===== config.mk =====
export PLATFORM = sky130hd
export DESIGN_NAME = smb_eep_target
export DESIGN_NICKNAME = d
export VERILOG_FILES = /design/src/rtl/smb_eep_pkg.sv /design/src/rtl/smb_eep_linesync.sv /design/src/rtl/smb_eep_mem.sv /design/src/rtl/smb_eep_ctrl.sv /design/src/rtl/smb_eep_target.sv
export SDC_FILE = /design/constraint.sdc
export NUM_CORES = 2
export LEC_CHECK = 0
export BUFFER_PORTS_ARGS = -buffer_cell sky130_fd_sc_hd__buf_4
export CAP_MARGIN = 20
export CORE_UTILIZATION = 35
export CTS_BUF_LIST = sky130_fd_sc_hd__clkbuf_4 sky130_fd_sc_hd__clkbuf_8 sky130_fd_sc_hd__clkbuf_16
export CTS_CLUSTER_SIZE = 16
export DETAILED_ROUTE_END_ITERATION = 16
export GPL_TIMING_DRIVEN = 0
export REMOVE_ABC_BUFFERS = 1
export SLEW_MARGIN = 40
export SYNTH_ARGS = -nofsm -noshare
export SYNTH_HDL_FRONTEND = slang
export SYNTH_SLANG_ARGS = --single-unit

===== constraint.sdc =====
create_clock -name clk -period 16.1 [get_ports clk]
set_input_delay 3.22 -clock clk [delete_from_list [all_inputs] [get_ports clk]]
set_output_delay 3.22 -clock clk [all_outputs]
set_load 0.03 [all_outputs]

===== src/rtl/smb_eep_pkg.sv =====
package smb_eep_pkg;
  localparam int BYTE_W = 8;
  localparam int PTR_W  = 8;
  localparam int DEPTH  = 1 << PTR_W;
  localparam int CNT_W  = $clog2(BYTE_W) + 1;

  typedef logic [BYTE_W-1:0] byte_t;
  typedef logic [PTR_W-1:0]  ptr_t;
  typedef logic [CNT_W-1:0]  cnt_t;

  typedef enum logic [2:0] {
    ST_IDLE,
    ST_ADDR,
    ST_ADDR_ACK,
    ST_WR,
    ST_WR_ACK,
    ST_RD,
    ST_RD_ACK,
    ST_WAIT
  } bus_state_t;
endpackage


===== src/rtl/smb_eep_linesync.sv =====
module smb_eep_linesync #(
  parameter int SYNC_STAGES = 2
) (
  input  logic clk,
  input  logic rst_n,
  input  logic scl_i,
  input  logic sda_i,
  output logic scl_s,
  output logic sda_s,
  output logic scl_rise,
  output logic scl_fall,
  output logic start_det,
  output logic stop_det
);
  logic [SYNC_STAGES:0] scl_p;
  logic [SYNC_STAGES:0] sda_p;
  logic scl_d, sda_d;

  always_ff @(posedge clk or negedge rst_n) begin
    if (!rst_n) begin
      scl_p <= '1;
      sda_p <= '1;
    end else begin
      scl_p <= {scl_p[SYNC_STAGES-1:0], scl_i};
      sda_p <= {sda_p[SYNC_STAGES-1:0], sda_i};
    end
  end

  assign scl_s = scl_p[SYNC_STAGES-1];
  assign scl_d = scl_p[SYNC_STAGES];
  assign sda_s = sda_p[SYNC_STAGES-1];
  assign sda_d = sda_p[SYNC_STAGES];

  assign scl_rise  = scl_s & ~scl_d;
  assign scl_fall  = ~scl_s & scl_d;
  // line conditions only count while the clock line stays high
  assign start_det = scl_s & scl_d & sda_d & ~sda_s;
  assign stop_det  = scl_s & scl_d & ~sda_d & sda_s;


  evt_excl_chk: assert property (@(posedge clk) disable iff (!rst_n)
    $onehot0({start_det, stop_det, scl_rise, scl_fall}));
endmodule


===== src/rtl/smb_eep_mem.sv =====
module smb_eep_mem
  import smb_eep_pkg::*;
(
  input  logic  clk,
  input  logic  rst_n,
  input  logic  pre_we,
  input  ptr_t  pre_addr,
  input  byte_t pre_data,
  input  logic  bus_we,
  input  ptr_t  bus_addr,
  input  byte_t bus_data,
  input  ptr_t  rd_addr,
  output byte_t rd_data
);
  byte_t store [DEPTH];

  always_ff @(posedge clk) begin
    if (pre_we)      store[pre_addr] <= pre_data;
    else if (bus_we) store[bus_addr] <= bus_data;
  end

  assign rd_data = store[rd_addr];


  port_excl_chk: assert property (@(posedge clk) disable iff (!rst_n)
    !(pre_we && bus_we));
endmodule


===== src/rtl/smb_eep_ctrl.sv =====
module smb_eep_ctrl
  import smb_eep_pkg::*;
#(
  parameter logic [6:0] DEV_ADDR = 7'h50
) (
  input  logic  clk,
  input  logic  rst_n,
  input  logic  scl_s,
  input  logic  sda_s,
  input  logic  scl_rise,
  input  logic  scl_fall,
  input  logic  start_det,
  input  logic  stop_det,
  input  byte_t rd_data,
  output ptr_t  ptr,
  output logic  mem_we,
  output byte_t mem_wdata,
  output logic  sda_oe,
  output logic  busy
);
  bus_state_t state;
  byte_t      shreg;
  cnt_t       bit_cnt;
  logic       rw_bit;
  logic       first_byte;
  logic       host_ack;
  logic       byte_done;

  assign byte_done = (bit_cnt == cnt_t'(BYTE_W));
  assign busy      = (state != ST_IDLE);
  assign mem_wdata = shreg;
  assign mem_we    = (state == ST_WR) && scl_fall && byte_done && !first_byte
                     && !start_det && !stop_det;

  always_ff @(posedge clk or negedge rst_n) begin
    if (!rst_n) begin
      state      <= ST_IDLE;
      ptr        <= '0;
      shreg      <= '0;
      bit_cnt    <= '0;
      rw_bit     <= 1'b0;
      first_byte <= 1'b0;
      host_ack   <= 1'b0;
      sda_oe     <= 1'b0;
    end else if (stop_det) begin
      state      <= ST_IDLE;
      sda_oe     <= 1'b0;
      first_byte <= 1'b0;
    end else if (start_det) begin
      state   <= ST_ADDR;
      bit_cnt <= '0;
      sda_oe  <= 1'b0;
    end else begin
      unique case (state)
        ST_ADDR: begin
          if (scl_rise) begin
            shreg   <= {shreg[BYTE_W-2:0], sda_s};
            bit_cnt <= bit_cnt + 1'b1;
          end else if (scl_fall && byte_done) begin
            if (shreg[BYTE_W-1:1] == DEV_ADDR) begin
              rw_bit <= shreg[0];
              sda_oe <= 1'b1;
              state  <= ST_ADDR_ACK;
            end else begin
              state <= ST_WAIT;
            end
          end
        end
        ST_ADDR_ACK: begin
          if (scl_fall) begin
            bit_cnt <= '0;
            if (rw_bit) begin
              shreg  <= rd_data;
              sda_oe <= ~rd_data[BYTE_W-1];
              state  <= ST_RD;
            end else begin
              sda_oe     <= 1'b0;
              first_byte <= 1'b1;
              state      <= ST_WR;
            end
          end
        end
        ST_WR: begin
          if (scl_rise) begin
            shreg   <= {shreg[BYTE_W-2:0], sda_s};
            bit_cnt <= bit_cnt + 1'b1;
          end else if (scl_fall && byte_done) begin
            sda_oe <= 1'b1;
            state  <= ST_WR_ACK;
            if (first_byte) begin
              ptr        <= shreg;
              first_byte <= 1'b0;
            end else begin
              ptr <= ptr + 1'b1;
            end
          end
        end
        ST_WR_ACK: begin
          if (scl_fall) begin
            sda_oe  <= 1'b0;
            bit_cnt <= '0;
            state   <= ST_WR;
          end
        end
        ST_RD: begin
          if (scl_fall) begin
            if (bit_cnt == cnt_t'(BYTE_W - 1)) begin
              sda_oe <= 1'b0;
              ptr    <= ptr + 1'b1;
              state  <= ST_RD_ACK;
            end else begin
              shreg   <= {shreg[BYTE_W-2:0], 1'b0};
              sda_oe  <= ~shreg[BYTE_W-2];
              bit_cnt <= bit_cnt + 1'b1;
            end
          end
        end
        ST_RD_ACK: begin
          if (scl_rise) begin
            host_ack <= ~sda_s;
          end else if (scl_fall) begin
            if (host_ack) begin
              shreg   <= rd_data;
              sda_oe  <= ~rd_data[BYTE_W-1];
              bit_cnt <= '0;
              state   <= ST_RD;
            end else begin
              state <= ST_WAIT;
            end
          end
        end
        default: ;
      endcase
    end
  end


  oe_scl_low_chk: assert property (@(posedge clk) disable iff (!rst_n)
    (scl_s && $past(scl_s)) |-> $stable(sda_oe));


  wait_quiet_chk: assert property (@(posedge clk) disable iff (!rst_n)
    (state == ST_WAIT) |-> !sda_oe);


  idle_ptr_hold_chk: assert property (@(posedge clk) disable iff (!rst_n)
    (state == ST_IDLE && $past(state == ST_IDLE)) |-> $stable(ptr));


  wr_step_chk: assert property (@(posedge clk) disable iff (!rst_n)
    mem_we |=> (ptr == $past(ptr) + 1'b1));
endmodule


===== src/rtl/smb_eep_target.sv =====
module smb_eep_target
  import smb_eep_pkg::*;
#(
  parameter logic [6:0] BASE_ADDR   = 7'h50,
  parameter int         DEV_INDEX   = 0,
  parameter int         SYNC_STAGES = 2
) (
  input  logic       clk,
  input  logic       rst_n,
  input  logic       scl_i,
  input  logic       sda_i,
  output logic       sda_oe,
  input  logic       pre_valid,
  output logic       pre_ready,
  input  logic [7:0] pre_addr,
  input  logic [7:0] pre_data
);
  localparam logic [6:0] DEV_ADDR = BASE_ADDR + 7'(DEV_INDEX);

  logic  scl_s, sda_s, scl_rise, scl_fall, start_det, stop_det;
  logic  bus_we, busy;
  ptr_t  ptr;
  byte_t rd_data, wdata;

  smb_eep_linesync #(.SYNC_STAGES(SYNC_STAGES)) u_sync (
    .clk(clk), .rst_n(rst_n), .scl_i(scl_i), .sda_i(sda_i),
    .scl_s(scl_s), .sda_s(sda_s), .scl_rise(scl_rise), .scl_fall(scl_fall),
    .start_det(start_det), .stop_det(stop_det)
  );

  smb_eep_ctrl #(.DEV_ADDR(DEV_ADDR)) u_ctrl (
    .clk(clk), .rst_n(rst_n), .scl_s(scl_s), .sda_s(sda_s),
    .scl_rise(scl_rise), .scl_fall(scl_fall),
    .start_det(start_det), .stop_det(stop_det),
    .rd_data(rd_data), .ptr(ptr), .mem_we(bus_we), .mem_wdata(wdata),
    .sda_oe(sda_oe), .busy(busy)
  );

  assign pre_ready = ~busy;

  smb_eep_mem u_mem (
    .clk(clk), .rst_n(rst_n),
    .pre_we(pre_valid & pre_ready), .pre_addr(pre_addr), .pre_data(pre_data),
    .bus_we(bus_we), .bus_addr(ptr), .bus_data(wdata),
    .rd_addr(ptr), .rd_data(rd_data)
  );


  ready_idle_chk: assert property (@(posedge clk) disable iff (!rst_n)
    start_det |=> !pre_ready);
endmodule


# After elaboration in Yosys (flattened, before gate mapping)
# Memories as Yosys holds them, arrays and structs flattened.
# Cells that the tools add are included.
# totals
ff_bits	33
ramBits	2048
in_bits	21
n_memories	1
# classes
add_sub_neg	2
n_eq_ne	44
muxes	71
bitwise_logic	18
n_reduce_logical	26
# mem_list
memory	depth	word_bits	read_ports	rd_ports_with_merged_regs	write_ports	line	text
u_mem.store	256	8	1	0	1	smb_eep_mem.sv:15	byte_t store [DEPTH];
# ops
op	n
8-bit 2-to-1 mux	15
3-bit 2-to-1 mux	14
4-bit 2-to-1 mux	8
4-bit by 1-bit inequality test with 1-bit output (second input constant)	8
8-bit one-hot mux with 4 select lines	1
1-bit 2-to-1 mux	27
11-bit AND reduction	2
3-bit by 1-bit inequality test with 1-bit output (second input constant)	6
3-bit one-hot mux with 6 select lines	1
4-bit by 2-bit inequality test with 1-bit output (second input constant)	4
4-bit one-hot mux with 4 select lines	1
8-bit one-hot mux with 2 select lines	1
3-bit by 2-bit inequality test with 1-bit output (second input constant)	5
2-bit by 1-bit inequality test with 1-bit output (second input constant)	7
12-bit AND reduction	1
6-bit AND reduction	2
2-bit inequality test (second input constant)	5
1-bit NOT	10
3-bit equality test (second input constant)	3
9-bit AND reduction	1
8-bit by 1-bit adder with 8-bit output (second input constant)	1
1-bit bitwise AND	8
8-bit nonzero test	1
8-bit OR reduction	1
18 further kinds	28

# Logic depth before layout (Yosys ltp)
# logic_depth
word_depth	12
ltp_mapped	14
depth_no_buf	9

# Cells and area by module
# Synthesis repeated with hierarchy kept, for this count alone.
# hier_totals
hier_cells	4041
hier_area_um2	82552.9
# by_module_without_submodules
module	n_inst	cells_each	area_per_inst_um2
smb_eep_mem	1	3825	80380.8
smb_eep_ctrl	1	204	1971.9
smb_eep_linesync	1	10	190.2
smb_eep_target	1	2	10.0

# Least setup slack after synthesis
# OpenSTA, ideal clock, no wires.
# synth_timing
path_type	register to register
start	register u_sync.scl_p[2]
end	memory u_mem.store[0][6] (netlist bit), data pin
setup_ns	2.187
arrival_ns	11.682
required_ns	13.913
slack_ns	2.231
stages_incl_launch_ff	7
synth_period_minus_slack_ns	13.869
path_cell_list	dfstp_2 nand2b_2 or3_4 or3_4 buf_6 buf_2 o21ai_0
# synth_between
elab_chain_len	11
# synth_rtl
element	line	text
start, declared	smb_eep_linesync.sv:15	logic [SYNC_STAGES:0] scl_p;
start signal, assigned	smb_eep_linesync.sv:24	scl_p <= {scl_p[SYNC_STAGES-1:0], scl_i};
1-bit bitwise AND (on tied branches)	smb_eep_linesync.sv:37, smb_eep_linesync.sv:38, smb_eep_linesync.sv:35	
1-bit bitwise AND or 1-bit logical AND (tied branches) (2 in series)	smb_eep_linesync.sv:37, smb_eep_ctrl.sv:32	
1-bit zero test or 1-bit logical AND (tied branches)	smb_eep_ctrl.sv:33, smb_eep_ctrl.sv:32	
1-bit logical AND	smb_eep_ctrl.sv:33	&& !start_det && !stop_det;
1-bit logical AND (*)	smb_eep_ctrl.sv:33	
1-bit 2-to-1 mux (*)	smb_eep_mem.sv:19	else if (bus_we) store[bus_addr] <= bus_data;
1-bit 2-to-1 mux (*)	smb_eep_mem.sv:18	if (pre_we) store[pre_addr] <= pre_data;
1-bit 2-to-1 mux (implied by the code) (*)	smb_eep_mem.sv:19	
8-bit OR reduction (no line) (*)	--	
8-bit 2-to-1 mux (no line) (*)	--	
end, declared	smb_eep_mem.sv:15	
# Every way passes the cells marked *; elsewhere a longest branch is shown, timed or not.

# Worst setup path in the final report
# layout_timing
start	register u_ctrl.state[0]
end	output pre_ready
# layout_between
elab_chain_len	2
# layout_rtl
element	line	text
start, declared	smb_eep_ctrl.sv:21	bus_state_t state;
start signal, assigned	smb_eep_ctrl.sv:37	state <= ST_IDLE;
start signal, assigned	smb_eep_ctrl.sv:46	state <= ST_IDLE;
start signal, assigned	smb_eep_ctrl.sv:50	state <= ST_ADDR;
3-bit nonzero test	smb_eep_ctrl.sv:30	assign busy = (state != ST_IDLE);
1-bit NOT	smb_eep_target.sv:39	assign pre_ready = ~busy;
end, declared	smb_eep_target.sv:14	output logic pre_ready,
# Every way passes these cells.

==> impl_metrics.ini <==
[setup_path]
critPathKind = flop to output pin
crit_slowest_cell = dfrtp_1
path_cells = nor3_2 > buf_6 > buf_4
path_delay_family = flip-flops
cp_max_fo = 22
crit_buf_inv = 2
cp.arrival_ps = 2250
cp-start-kind = flop
critical-path-max-stage-delay_ps = 630
worst_ep_required_time_ps = 12880
cp-end-kind = output pin

[timing]
fin_tns_setup_ps = 0
rsz0062_at_grt = false
drv_slew = 0
slew_headroom = 0.393
finalSetupViolations = 0
fmax_mhz = 183
min_period_ps = 5470
min_period_over_period = 0.340
skew_ps = 32.5
holdWs_ps = 355
finalHoldViolCount = 0
tightest_slew_ps = 906

[die]
die_h_um = 490
coreArea_mm2 = 0.236
initial_core_util = 0.353
die_area_mm2 = 0.240
rows = 178
die_w_um = 490
top_level_ports = 23

[drt]
drc = 0
routed_via_density = 5.60
first_pass_iters = 6
dr_wl_met2_mm = 107
wl_per_cell_um = 29.9
num_vias = 42000
antenna_left = 0
top_layer = met5
wl_mm = 224
drt_iter0_drc = 4868
m1WireLength_mm = 90.9
wl_met3_mm = 18.2

[run_status]
outcome = complete, no violations

[clock_network]
cts_resized = 0
cts_max_level = 4
cts_tree = done
clock-sinks = 2081
cts-root-buf = clkbuf_16
hold_buffers = 0
clkSlewWorstSetupHoldPaths_ps = 60
postCtsSetupBuffers = 0
clk_latency_ps = 850
cts_buffers = 205
cts_buffer_depth = 3

[cells_and_area]
drive_gt1_frac = 0.268
layout_commonest_cell = edfxtp_1
layout_common_cells = edfxtp_1, mux4_2, mux2i_1, clkbuf_16, nor2_2
area_growth_pct = 14.4
fin_util = 0.404
nets = 4198

[logic_synthesis]
synth_cells = 4061
ys_ff_latch = 2081
ys.flop_type = edfxtp_1
ys_warn_count = 0
ys_async_sr_fraction = 0.0159
synth.avg_cell_area_um2 = 20.5
synth.distinct_cells = 98
syn_area_mm2 = 0.0834
yosysSeqAreaShare = 0.747
synth-edff-count = 2048

[power]
p_leak_uw = 0.0287
ir_worst_vdd_v = 0.000112
p_per_area_mw_per_mm2 = 120

[global_route]
grt_max_degree = 96
grt_overflow = 0
grt_pass1_wl_mm = 315
first_global_vias = 41400
grtUsageTotal = 0.183
antenna_found_initial = 15

[placement]
dp.final_hpwl_mm = 143
numPortBuffers = 22
globalplace.congestion = 0.812

[worst_hold_path]
hold_class = flop to flop

[job]
cap_violations = 0
[cell families (layout without fill, tap and decap cells)]
group,Yosys count,count (layout),synth area share
compound gates,396,396,0.0336
xor+xnor,1,1,0.000105
fa+ha+maj,3,3,0.000450
buf+inv,260,538,0.0269
flops,2081,2081,0.747
mux,710,710,0.158
other cells,0,4,0
simple gates,610,610,0.0339
[worst register-to-register path: cells and delay by family, from the launching register on]
family                 cells  cell delay, ps
buffers and inverters      2             800
flip-flops                 1             740
AND/OR/NAND/NOR            5            2840
[power breakdown]
part | switching [µW] | total, µW | leakage [µW] | internal, µW
registers | 59.6 | 6030 | 0.0188 | 5970
clock network | 2050 | 4720 | 0.00331 | 2670
logic | 419 | 667 | 0.00658 | 247
total | 2530 | 11400 | 0.0287 | 8890
[final cells by class]
class | count | area (µm²)
fillers | 20800 | 141000
flip-flops and latches | 2081 | 62400
multi-input cells | 1720 | 19700
clock buffers | 258 | 5550
well taps | 3150 | 3940
repair buffers | 152 | 2730
clock inverters | 114 | 1070
inverters | 14 | 65.1
diodes | 4 | 10.0
[state kept, by name (all words and copies together), names as in the netlist]
signal and count:
u_mem.store 2048, u_ctrl.mem_wdata 8, u_sync.sda_p 3, u_ctrl.host_ack 1
u_ctrl.bit_cnt 4, u_ctrl.ptr 8, u_ctrl.rw_bit 1, u_ctrl.state 3
u_ctrl.sda_oe 1, u_ctrl.first_byte 1, u_sync.scl_p 3
[cell usage after synthesis (all sizes together), types with 14 or more instances]
master / number / area share
nand3: 42 / 0.0027
nand2: 109 / 0.0055
nor3: 22 / 0.0014
mux2i: 230 / 0.028
mux2: 28 / 0.0038
buf: 166 / 0.019
o22ai: 27 / 0.0020
a21oi: 76 / 0.0046
clkbuf: 79 / 0.0074
a211oi: 18 / 0.0016
a22oi: 40 / 0.0036
edfxtp: 2048 / 0.74
dfrtp: 27 / 0.0081
a31oi: 18 / 0.0014
nor2: 317 / 0.014
nand2b: 14 / 0.0011
or3: 19 / 0.0016
mux4: 452 / 0.13
a221oi: 28 / 0.0029
o21ai: 70 / 0.0046
o221ai: 36 / 0.0038
[path summary, 6_finish.rpt]
kind	start	end	slack (ps)	cells past startpoint
setup / recovery	u_ctrl.state[0]	pre_ready	10630	3
hold / removal	u_sync.sda_p[0]	u_sync.sda_p[1]	360	0
setup reg to reg	u_ctrl.ptr[4]	u_mem.store[154][3]	11330	7
hold reg to reg	u_sync.sda_p[0]	u_sync.sda_p[1]	360	0
max in group asynchronous	rst_n	u_ctrl.ptr[4]	13390	1
min in group asynchronous	rst_n	u_ctrl.bit_cnt[2]	2320	1
[metal layers]
layer  global-route usage  vias up
li1                     -    17100
met3               0.0420      392
met2                0.292     1887
met4               0.0673        8
met1                0.245    22600
met5                    0        -
[metrics by stage]
stage,worst slack [ps],std cells,power (µW),area [µm²]
after floorplan,-7920,3815,6690,81200
after global placement,-24850,6987,7040,85300
after detailed placement,9960,7117,6810,88700
after CTS,10580,7489,11500,95300
after global routing,10570,7492,11700,95400
final,10630,7493,11400,95400
(Power assumes the default switching activity.)
